## config.mk

```make
export PLATFORM = sky130hd
export DESIGN_NAME = nor_cmd_decoder
export DESIGN_NICKNAME = d
export VERILOG_FILES = /design/src/rtl/nor_cmd_pkg.sv /design/src/rtl/nor_wr_classify.sv /design/src/rtl/nor_cmd_fsm.sv /design/src/rtl/nor_cmd_decoder.sv
export SDC_FILE = /design/constraint.sdc
export NUM_CORES = 1
export LEC_CHECK = 0
export BUFFER_PORTS_ARGS = -buffer_cell sky130_fd_sc_hd__buf_2
export CORE_MARGIN = 1
export CORE_UTILIZATION = 46
export DETAILED_ROUTE_END_ITERATION = 7
export GPL_ROUTABILITY_DRIVEN = 0
export PLACE_DENSITY = 0.76
export SETUP_SLACK_MARGIN = 0.5
export SYNTH_ARGS = -nofsm -noshare
export SYNTH_HDL_FRONTEND = slang
export SYNTH_HIERARCHICAL = 1
export SYNTH_SLANG_ARGS = --single-unit
```

## constraint.sdc

```tcl
create_clock -name clk -period 2.58 [get_ports clk]
set_input_delay 0.258 -clock clk [delete_from_list [all_inputs] [get_ports clk]]
set_output_delay 0.258 -clock clk [all_outputs]
set_load 0.005 [all_outputs]
```

## src/rtl/nor_cmd_pkg.sv

```systemverilog
package nor_cmd_pkg;

    typedef enum logic [3:0] {
        ST_READ,
        ST_UNL1,
        ST_UNL2,
        ST_PROG,
        ST_ERS1,
        ST_ERS2,
        ST_ERS3,
        ST_BP_IDLE,
        ST_BP_PROG,
        ST_BP_ERS,
        ST_BP_EXIT
    } dec_state_e;

    typedef enum logic [1:0] {
        CMD_PROGRAM = 2'd0,
        CMD_SECTOR  = 2'd1,
        CMD_CHIP    = 2'd2
    } cmd_kind_e;

    localparam int NCODE = 9;
    localparam int CI_AA = 0;
    localparam int CI_55 = 1;
    localparam int CI_A0 = 2;
    localparam int CI_80 = 3;
    localparam int CI_90 = 4;
    localparam int CI_20 = 5;
    localparam int CI_10 = 6;
    localparam int CI_30 = 7;
    localparam int CI_00 = 8;

    localparam logic [7:0] CODE_TAB [NCODE] = '{
        8'hAA, 8'h55, 8'hA0, 8'h80, 8'h90, 8'h20, 8'h10, 8'h30, 8'h00
    };

    function automatic logic is_bypass(input dec_state_e s);
        return (s == ST_BP_IDLE) || (s == ST_BP_PROG) ||
               (s == ST_BP_ERS)  || (s == ST_BP_EXIT);
    endfunction

endpackage

```

## src/rtl/nor_wr_classify.sv

```systemverilog
module nor_wr_classify
    import nor_cmd_pkg::*;
#(
    parameter int CMP_W = 11,
    parameter logic [CMP_W-1:0] UNL_A1 = 11'h555,
    parameter logic [CMP_W-1:0] UNL_A2 = 11'h2AA
) (
    input  logic [CMP_W-1:0] addr_lo,
    input  logic [7:0]       data_lo,
    output logic             at_unl1,
    output logic             at_unl2,
    output logic [NCODE-1:0] code_hit
);

    assign at_unl1 = (addr_lo == UNL_A1);
    assign at_unl2 = (addr_lo == UNL_A2);

    for (genvar i = 0; i < NCODE; i++) begin : g_code
        assign code_hit[i] = (data_lo == CODE_TAB[i]);
    end

endmodule

```

## src/rtl/nor_cmd_fsm.sv

```systemverilog
module nor_cmd_fsm
    import nor_cmd_pkg::*;
#(
    parameter int ADDR_W = 22,
    parameter int DATA_W = 16
) (
    input  logic              clk,
    input  logic              rst_n,
    input  logic              wr_en,
    input  logic [ADDR_W-1:0] wr_addr,
    input  logic [DATA_W-1:0] wr_data,
    input  logic              busy,
    input  logic              accel,
    input  logic              at_unl1,
    input  logic              at_unl2,
    input  logic [NCODE-1:0]  code_hit,
    output logic              cmd_valid,
    output logic [1:0]        cmd_kind,
    output logic [ADDR_W-1:0] cmd_addr,
    output logic [DATA_W-1:0] cmd_data,
    output logic              bypass_mode,
    output logic              abort
);

    typedef struct packed {
        dec_state_e        st;
        logic              accel_prev;
        logic              vld;
        cmd_kind_e         kind;
        logic [ADDR_W-1:0] addr;
        logic [DATA_W-1:0] data;
        logic              abort;
    } fsm_reg_t;

    fsm_reg_t q, d;

    logic take_wr;
    assign take_wr = wr_en && !busy;

    always_comb begin
        d            = q;
        d.vld        = 1'b0;
        d.abort      = 1'b0;
        d.accel_prev = accel;

        if (q.accel_prev && !accel) begin
            d.st = ST_READ;
        end else if (accel && !is_bypass(q.st)) begin
            d.st = ST_BP_IDLE;
        end else if (take_wr) begin
            case (q.st)
                ST_READ: begin
                    if (at_unl1 && code_hit[CI_AA]) d.st = ST_UNL1;
                end
                ST_UNL1: begin
                    if (at_unl2 && code_hit[CI_55]) begin
                        d.st = ST_UNL2;
                    end else begin
                        d.st    = ST_READ;
                        d.abort = 1'b1;
                    end
                end
                ST_UNL2: begin
                    if (code_hit[CI_A0])      d.st = ST_PROG;
                    else if (code_hit[CI_80]) d.st = ST_ERS1;
                    else if (code_hit[CI_20]) d.st = ST_BP_IDLE;
                    else begin
                        d.st    = ST_READ;
                        d.abort = 1'b1;
                    end
                end
                ST_PROG: begin
                    d.st   = ST_READ;
                    d.vld  = 1'b1;
                    d.kind = CMD_PROGRAM;
                    d.addr = wr_addr;
                    d.data = wr_data;
                end
                ST_ERS1: begin
                    if (at_unl1 && code_hit[CI_AA]) begin
                        d.st = ST_ERS2;
                    end else begin
                        d.st    = ST_READ;
                        d.abort = 1'b1;
                    end
                end
                ST_ERS2: begin
                    if (at_unl2 && code_hit[CI_55]) begin
                        d.st = ST_ERS3;
                    end else begin
                        d.st    = ST_READ;
                        d.abort = 1'b1;
                    end
                end
                ST_ERS3: begin
                    d.st = ST_READ;
                    if (at_unl1 && code_hit[CI_10]) begin
                        d.vld  = 1'b1;
                        d.kind = CMD_CHIP;
                        d.addr = wr_addr;
                        d.data = wr_data;
                    end else if (code_hit[CI_30]) begin
                        d.vld  = 1'b1;
                        d.kind = CMD_SECTOR;
                        d.addr = wr_addr;
                        d.data = wr_data;
                    end else begin
                        d.abort = 1'b1;
                    end
                end
                ST_BP_IDLE: begin
                    if (code_hit[CI_A0])      d.st = ST_BP_PROG;
                    else if (code_hit[CI_80]) d.st = ST_BP_ERS;
                    else if (code_hit[CI_90]) d.st = ST_BP_EXIT;
                end
                ST_BP_PROG: begin
                    d.st   = ST_BP_IDLE;
                    d.vld  = 1'b1;
                    d.kind = CMD_PROGRAM;
                    d.addr = wr_addr;
                    d.data = wr_data;
                end
                ST_BP_ERS: begin
                    d.st = ST_BP_IDLE;
                    if (at_unl1 && code_hit[CI_10]) begin
                        d.vld  = 1'b1;
                        d.kind = CMD_CHIP;
                        d.addr = wr_addr;
                        d.data = wr_data;
                    end else if (code_hit[CI_30]) begin
                        d.vld  = 1'b1;
                        d.kind = CMD_SECTOR;
                        d.addr = wr_addr;
                        d.data = wr_data;
                    end
                end
                ST_BP_EXIT: begin
                    if (code_hit[CI_00] && !accel) d.st = ST_READ;
                    else                           d.st = ST_BP_IDLE;
                end
                default: d.st = ST_READ;
            endcase
        end
    end

    always_ff @(posedge clk) begin
        if (!rst_n) begin
            q.st         <= ST_READ;
            q.accel_prev <= 1'b0;
            q.vld        <= 1'b0;
            q.kind       <= CMD_PROGRAM;
            q.addr       <= '0;
            q.data       <= '0;
            q.abort      <= 1'b0;
        end else begin
            q <= d;
        end
    end

    assign cmd_valid   = q.vld;
    assign cmd_kind    = q.kind;
    assign cmd_addr    = q.addr;
    assign cmd_data    = q.data;
    assign abort       = q.abort;
    assign bypass_mode = is_bypass(q.st);

    // Accelerate level holds the block in bypass mode
    assert_accel_forces_bypass_R10: assert property (@(posedge clk) disable iff (!rst_n)
        accel |=> bypass_mode);

    // Falling accelerate level leaves bypass mode
    assert_accel_release_R11: assert property (@(posedge clk) disable iff (!rst_n)
        (q.accel_prev && !accel) |=> !bypass_mode);

    // Busy suppresses all pulses
    assert_busy_quiet_R12: assert property (@(posedge clk) disable iff (!rst_n)
        busy |=> (!cmd_valid && !abort));

    // Aborts come only from normal-mode sequences
    assert_abort_normal_only_R4: assert property (@(posedge clk) disable iff (!rst_n)
        abort |-> !$past(bypass_mode));

    // A command pulse follows an accepted write
    assert_cmd_after_write_R2: assert property (@(posedge clk) disable iff (!rst_n)
        cmd_valid |-> $past(wr_en && !busy));

    // Command pulses last a single clock
    assert_cmd_single_R6: assert property (@(posedge clk) disable iff (!rst_n)
        cmd_valid |=> !cmd_valid);

    // Only the three defined command kinds appear
    assert_kind_legal_R3: assert property (@(posedge clk) disable iff (!rst_n)
        cmd_valid |-> (cmd_kind != 2'd3));

endmodule

```

## src/rtl/nor_cmd_decoder.sv

```systemverilog
module nor_cmd_decoder
    import nor_cmd_pkg::*;
#(
    parameter int ADDR_W = 22,
    parameter int DATA_W = 16,
    parameter int MATCH_W = 11,
    parameter logic [31:0] UNL_ADDR1 = 32'h555,
    parameter logic [31:0] UNL_ADDR2 = 32'h2AA
) (
    input  logic              clk,
    input  logic              rst_n,
    input  logic              wr_en,
    input  logic [ADDR_W-1:0] wr_addr,
    input  logic [DATA_W-1:0] wr_data,
    input  logic              busy,
    input  logic              accel,
    output logic              cmd_valid,
    output logic [1:0]        cmd_kind,
    output logic [ADDR_W-1:0] cmd_addr,
    output logic [DATA_W-1:0] cmd_data,
    output logic              bypass_mode,
    output logic              abort
);

    localparam int CMP_W = (MATCH_W < ADDR_W) ? MATCH_W : ADDR_W;
    localparam logic [CMP_W-1:0] A1 = UNL_ADDR1[CMP_W-1:0];
    localparam logic [CMP_W-1:0] A2 = UNL_ADDR2[CMP_W-1:0];

    logic             at_unl1;
    logic             at_unl2;
    logic [NCODE-1:0] code_hit;

    nor_wr_classify #(
        .CMP_W  (CMP_W),
        .UNL_A1 (A1),
        .UNL_A2 (A2)
    ) u_classify (
        .addr_lo  (wr_addr[CMP_W-1:0]),
        .data_lo  (wr_data[7:0]),
        .at_unl1  (at_unl1),
        .at_unl2  (at_unl2),
        .code_hit (code_hit)
    );

    nor_cmd_fsm #(
        .ADDR_W (ADDR_W),
        .DATA_W (DATA_W)
    ) u_fsm (
        .clk         (clk),
        .rst_n       (rst_n),
        .wr_en       (wr_en),
        .wr_addr     (wr_addr),
        .wr_data     (wr_data),
        .busy        (busy),
        .accel       (accel),
        .at_unl1     (at_unl1),
        .at_unl2     (at_unl2),
        .code_hit    (code_hit),
        .cmd_valid   (cmd_valid),
        .cmd_kind    (cmd_kind),
        .cmd_addr    (cmd_addr),
        .cmd_data    (cmd_data),
        .bypass_mode (bypass_mode),
        .abort       (abort)
    );

endmodule

```

After elaboration in Yosys (flattened, before gate mapping)
Cells that the tools add are included.

operators by class
  equality and inequality tests = 25
  muxes and demuxes = 25
  bitwise gates (word level) = 4
  reductions and logical operators = 27

operators with widths
  cell                                                                      count
  41-bit 2-to-1 mux                                                         2
  41-bit case mux with 2 select lines                                       1
  8-bit equality test (second input constant)                               4
  4-bit case mux with 8 select lines                                        1
  4-bit 2-to-1 mux                                                          6
  3-bit 2-to-1 mux                                                          6
  4-bit by 3-bit equality test with 1-bit output (second input constant)    4
  8-bit by 6-bit equality test with 1-bit output (second input constant)    2
  4-bit equality test (second input constant)                               3
  11-bit by 10-bit equality test with 1-bit output (second input constant)  1
  11-bit equality test (second input constant)                              1
  2-bit OR reduction                                                        5
  4-bit by 2-bit equality test with 1-bit output (second input constant)    2
  8-bit by 5-bit equality test with 1-bit output (second input constant)    1
  8-bit by 7-bit equality test with 1-bit output (second input constant)    1
  8-bit zero test                                                           1
  1-bit logical AND                                                         7
  1-bit 2-to-1 mux                                                          7
  3-bit by 1-bit inequality test with 1-bit output (second input constant)  2
  3-bit AND reduction                                                       2
  5-bit by 4-bit inequality test with 1-bit output (second input constant)  1
  5-bit AND reduction                                                       1
  4-bit by 1-bit equality test with 1-bit output (second input constant)    1
  4-bit zero test                                                           1
  10 further kinds                                                          18

storage, ports and cells
  bits in registers = 47

Logic depth before layout (Yosys ltp)
  depth in word-level cells = 8
  gate-level depth with buffers = 7
  gate-level depth less buffers = 6

Hierarchy
The synthesis kept the hierarchy.

by module, submodules not included
  module           times used  cells an instance  area each (um^2)  sequential area each (um^2)
  nor_cmd_fsm      1           292                2551.2            940.9
  nor_wr_classify  1           26                 172.7             0.0

Worst setup path after synthesis
OpenSTA, ideal clock, no wires.

  path kind = input to register
  from = in wr_addr[1]
  to = reg u_fsm.q (netlist bit u_fsm/cmd_kind[1])
  arrival time = 2.588 ns
  slack = -0.080 ns
  cell stages on the path = 7
  buffers on the path = 1
  cell sequence = or4b_1 nor4_1 a21o_1 o211ai_2 a2111oi_4 buf_6 mux2i_1

between the ends
  longest elaborated chain between the ends = 4
  elaborated cells on any way between the ends = 6
  those cells by class = eq/ne: 2; mux: 2; reduce/logical: 2

ends and longest elaborated chain
  what                                                                                                    RTL line                               text
  start, declared                                                                                         nor_cmd_decoder.sv:13                  input logic [ADDR_W-1:0] wr_addr,
  11-bit equality test (*)                                                                                nor_wr_classify.sv:15                  assign at_unl1 = (addr_lo == UNL_A1);
  net at_unl1                                                                                             nor_cmd_decoder.sv:29                  logic at_unl1;
  1-bit logical AND (*)                                                                                   nor_cmd_fsm.sv:97, nor_cmd_fsm.sv:125
  3-bit by 1-bit inequality test with 1-bit output (no source line) or 41-bit 2-to-1 mux (tied branches)  -
  5-bit AND reduction (no source line) or 41-bit case mux with 2 select lines (tied branches)             -
  end, declared                                                                                           nor_cmd_fsm.sv:35                      fsm_reg_t q, d;

Mark *: on every way through the listed nets, which the timed path passes. The rest lies on a longest branch.
A chain may end at the register's enable or synchronous reset.

Final worst setup path
  from = in wr_addr[7]
  to = reg u_fsm.q (netlist bit u_fsm/cmd_addr[13])

Same word-level chain as after synthesis.

==> results.cfg <==
[status]
outcome = finished clean

[timing]
worst_hold_slack_ps = 193
timing_worst_slew_pin_value_ps = 593
finalSetupViolCount = 0
post-route-period-util = 0.824
clock-skew-final_ps = 7.51
drv_slew = 0
maxSlewHeadroom = 0.602
rsz_0062_raised_after_global_routing = true
hold_viol = 0
max_freq_mhz = 470
final.setup.tns_ps = 0
finalWorstPathRequiredPeriod_ps = 2130

[power]
power_leakage_uw = 0.00137
seqPwrFrac = 0.544
power_frac_comb = 0.120
peakVddDrop_mv = 0.224
sw_pwr_uw = 359
power.density_nw_per_um2 = 435
power.internal_uw = 1030
clockPowerShare = 0.335
switching_share = 0.258

[route]
antenna_violating_nets_post_route = 0
firstDrtPassIters = 4
drcViolationCount = 0
vias_per_cell = 5.32
post_drt_wl_per_cell_um = 14.7
routed-via-count = 2331
initialDrtViolationCount = 131
route.final.wire_length_um = 6450

[cells_and_area]
area_used_by_multi_input_combinational_logic_um2 = 1400
proportion_of_layout_cells_with_a_drive_suffix_above_1 = 0.347
antenna_cells_inserted = 0
num-fill-cells = 512
area.sequential_um2 = 943
finalNonFillerCells = 438
final_nets = 408
syn2layout_area_growth_pct = 17.4

[grt]
grt_use_total = 0.209
grt.overflow.total = 0
grt_start_max_net_pins = 86
first_global_vias = 2216
grt_first_pass_wirelength_um = 10200
grt_antenna_before_repair = 0

[clock_tree]
cts_inserted_buffers = 5
clockRootBuffer = sky130_fd_sc_hd__clkbuf_8
path_clk_slew_ps = 90
worst_skew_pair.late_latency_ps = 300
cts.hold.buffers_added = 0
tritoncts_num_sinks = 47
clock_tree.buffer_depth = 2
cts-htree-levels = 2
tritoncts = built

[yosys]
synth_adder_area_share = 0
postSynthAreaPerCell_um2 = 8.57
synth_top_cell_by_area = sky130_fd_sc_hd__dfxtp_1
yosysMostFrequentCell = sky130_fd_sc_hd__nand2_1
yosysSeqAreaShare = 0.345
synth_simple_gate_area_share = 0.261
synth_enable_flop_cells = 0
synth.distinct_cells = 51
synth_compound_gate_area_share = 0.0841
synth_top_cells_by_count = sky130_fd_sc_hd__nand2_1, sky130_fd_sc_hd__dfxtp_1, sky130_fd_sc_hd__buf_4, sky130_fd_sc_hd__mux2i_1, sky130_fd_sc_hd__clkbuf_1
synth-async-reset-ratio = 0
synthMuxAreaShare = 0.151
synth.ff_latch_count = 47
synth_area_um2 = 2720
synth-xor-area-share = 0
syn_inst = 318
synth-warning-count = 6
yosysTopAreaCellShare = 0.345
ys_top_cells_by_area = sky130_fd_sc_hd__dfxtp_1, sky130_fd_sc_hd__mux2i_1, sky130_fd_sc_hd__nand2_1, sky130_fd_sc_hd__buf_4, sky130_fd_sc_hd__buf_6
synth_nets = 361
yosys_most_used_dff = sky130_fd_sc_hd__dfxtp_1
dominant_combinational_cell_family_by_area_after_synthesis = simple AND/OR/NAND/NOR gates

[run]
drv.max_cap_violation_count = 0

[worst_hold_path]
hold_class = input pin to register

[place]
buffer_ports.inserted = 85
dp_hpwl_um = 4080
place_inst = 422

[die]
floorplan.io_pins = 86
core_area_um2 = 5610
height_of_the_chip_um = 79.0
initial_utilization = 0.486
chip_width_um = 79.0
row_count = 27
die_footprint_um2 = 6230

[critical_path]
crit_type = input pin to register
critical-path-slowest-cell = sky130_fd_sc_hd__or4b_4
type_of_element_launching_the_critical_path = input pin
required_ps = 2800
timing.critical_path.slowest_cell_delay_ps = 540
top_cell_by_count_worst_path = sky130_fd_sc_hd__buf_6
setup.worst_path.end_class = register
crit_path_cell_trace = buf_6 > or4b_4 > nor4_4 > a21o_1 > o211ai_2 > a2111oi_4 > buf_6 > buf_12 > mux2i_1
worstPathMaxFanout = 6
crit_arrival_ps = 2350
[path summary, 6_finish.rpt]
check	from	end	slack [ps]	cells after the start
max	wr_addr[7]	u_fsm/cmd_addr[13]	450	9
min	wr_data[15]	u_fsm/cmd_data[15]	190	3
max reg2reg	u_fsm/q[45]	u_fsm/cmd_addr[13]	470	6
min reg2reg	u_fsm/cmd_data[12]	u_fsm/cmd_data[12]	460	2
[layout make-up]
cell class	count	area share
Inverter	6	0.00705
Sequential cell	47	0.295
Clock inverter	1	0.00274
Clock buffer	7	0.0270
Tap cell	72	0.0282
Multi-Input combinational cell	207	0.437
Timing Repair Buffer	98	0.203
[metal layers]
metal / routed length, um / global-route usage / vias up
met5: 0 / 0 / -
met4: 193 / 0.0891 / 0
met3: 442 / 0.0506 / 19
met2: 2850 / 0.338 / 120
met1: 2970 / 0.265 / 1037
li1: - / - / 1155
[critical path: cells and delay by family]
family          cells  cell delay [ps]
compound gates      3              690
simple gates        2              740
buf+inv             3              460
mux                 1              200
[cells by family (layout without fill, tap and decap cells)]
logic type,count (synthesis),after routing
and+or+nand+nor,140,140
buffers and inverters,64,112
DFF,47,47
muxes,41,41
AOI/OAI and AO/OA,26,26
[cell usage in the layout, fill, tap and decap left out, types with 5 or more instances in the layout]
cell / count
sky130_fd_sc_hd__nand2_1: 84
sky130_fd_sc_hd__buf_2: 83
sky130_fd_sc_hd__dfxtp_1: 45
sky130_fd_sc_hd__mux2i_1: 39
sky130_fd_sc_hd__nor3_1: 7
sky130_fd_sc_hd__clkbuf_8: 6
sky130_fd_sc_hd__nor2_1: 6
sky130_fd_sc_hd__inv_1: 6
sky130_fd_sc_hd__buf_4: 5
sky130_fd_sc_hd__nand3_1: 5
[registers in the layout, indices dropped and copies added (netlist names)]
signal and flops:
u_fsm/cmd_addr 22, u_fsm/cmd_kind 2, u_fsm/cmd_data 16, u_fsm/q 5, u_fsm/cmd_valid 1, u_fsm/abort 1
[stage by stage]
stage / total power, uW / worst slack, ps / cell area, um^2 / utilization
2_1_floorplan: 867 / 202 / 2750 / -
4_1_cts: 1400 / 467 / 3160 / 0.563
5_1_grt: 1460 / 358 / 3200 / 0.570
3_3_place_gp: 923 / 60.2 / 2920 / 0.521
3_5_place_dp: 927 / -5.77 / 2920 / 0.521
6_report: 1390 / 454 / 3200 / 0.570
[timing repair]
action,CTS,global route
resized for setup,9,5
buffers inserted,3,0
cloned,4,1
pin swaps,5,1
setup endpoints to repair,42,44
[power by group through the flow]
stage	combinational (uW)	sequential, uW	clock (uW)
global placement	152	772	0
floorplan	110	757	0
CTS	163	756	480
detailed placement	155	772	0
global route	183	759	519
finish	167	758	467
Power figures use the tool's default switching activity.
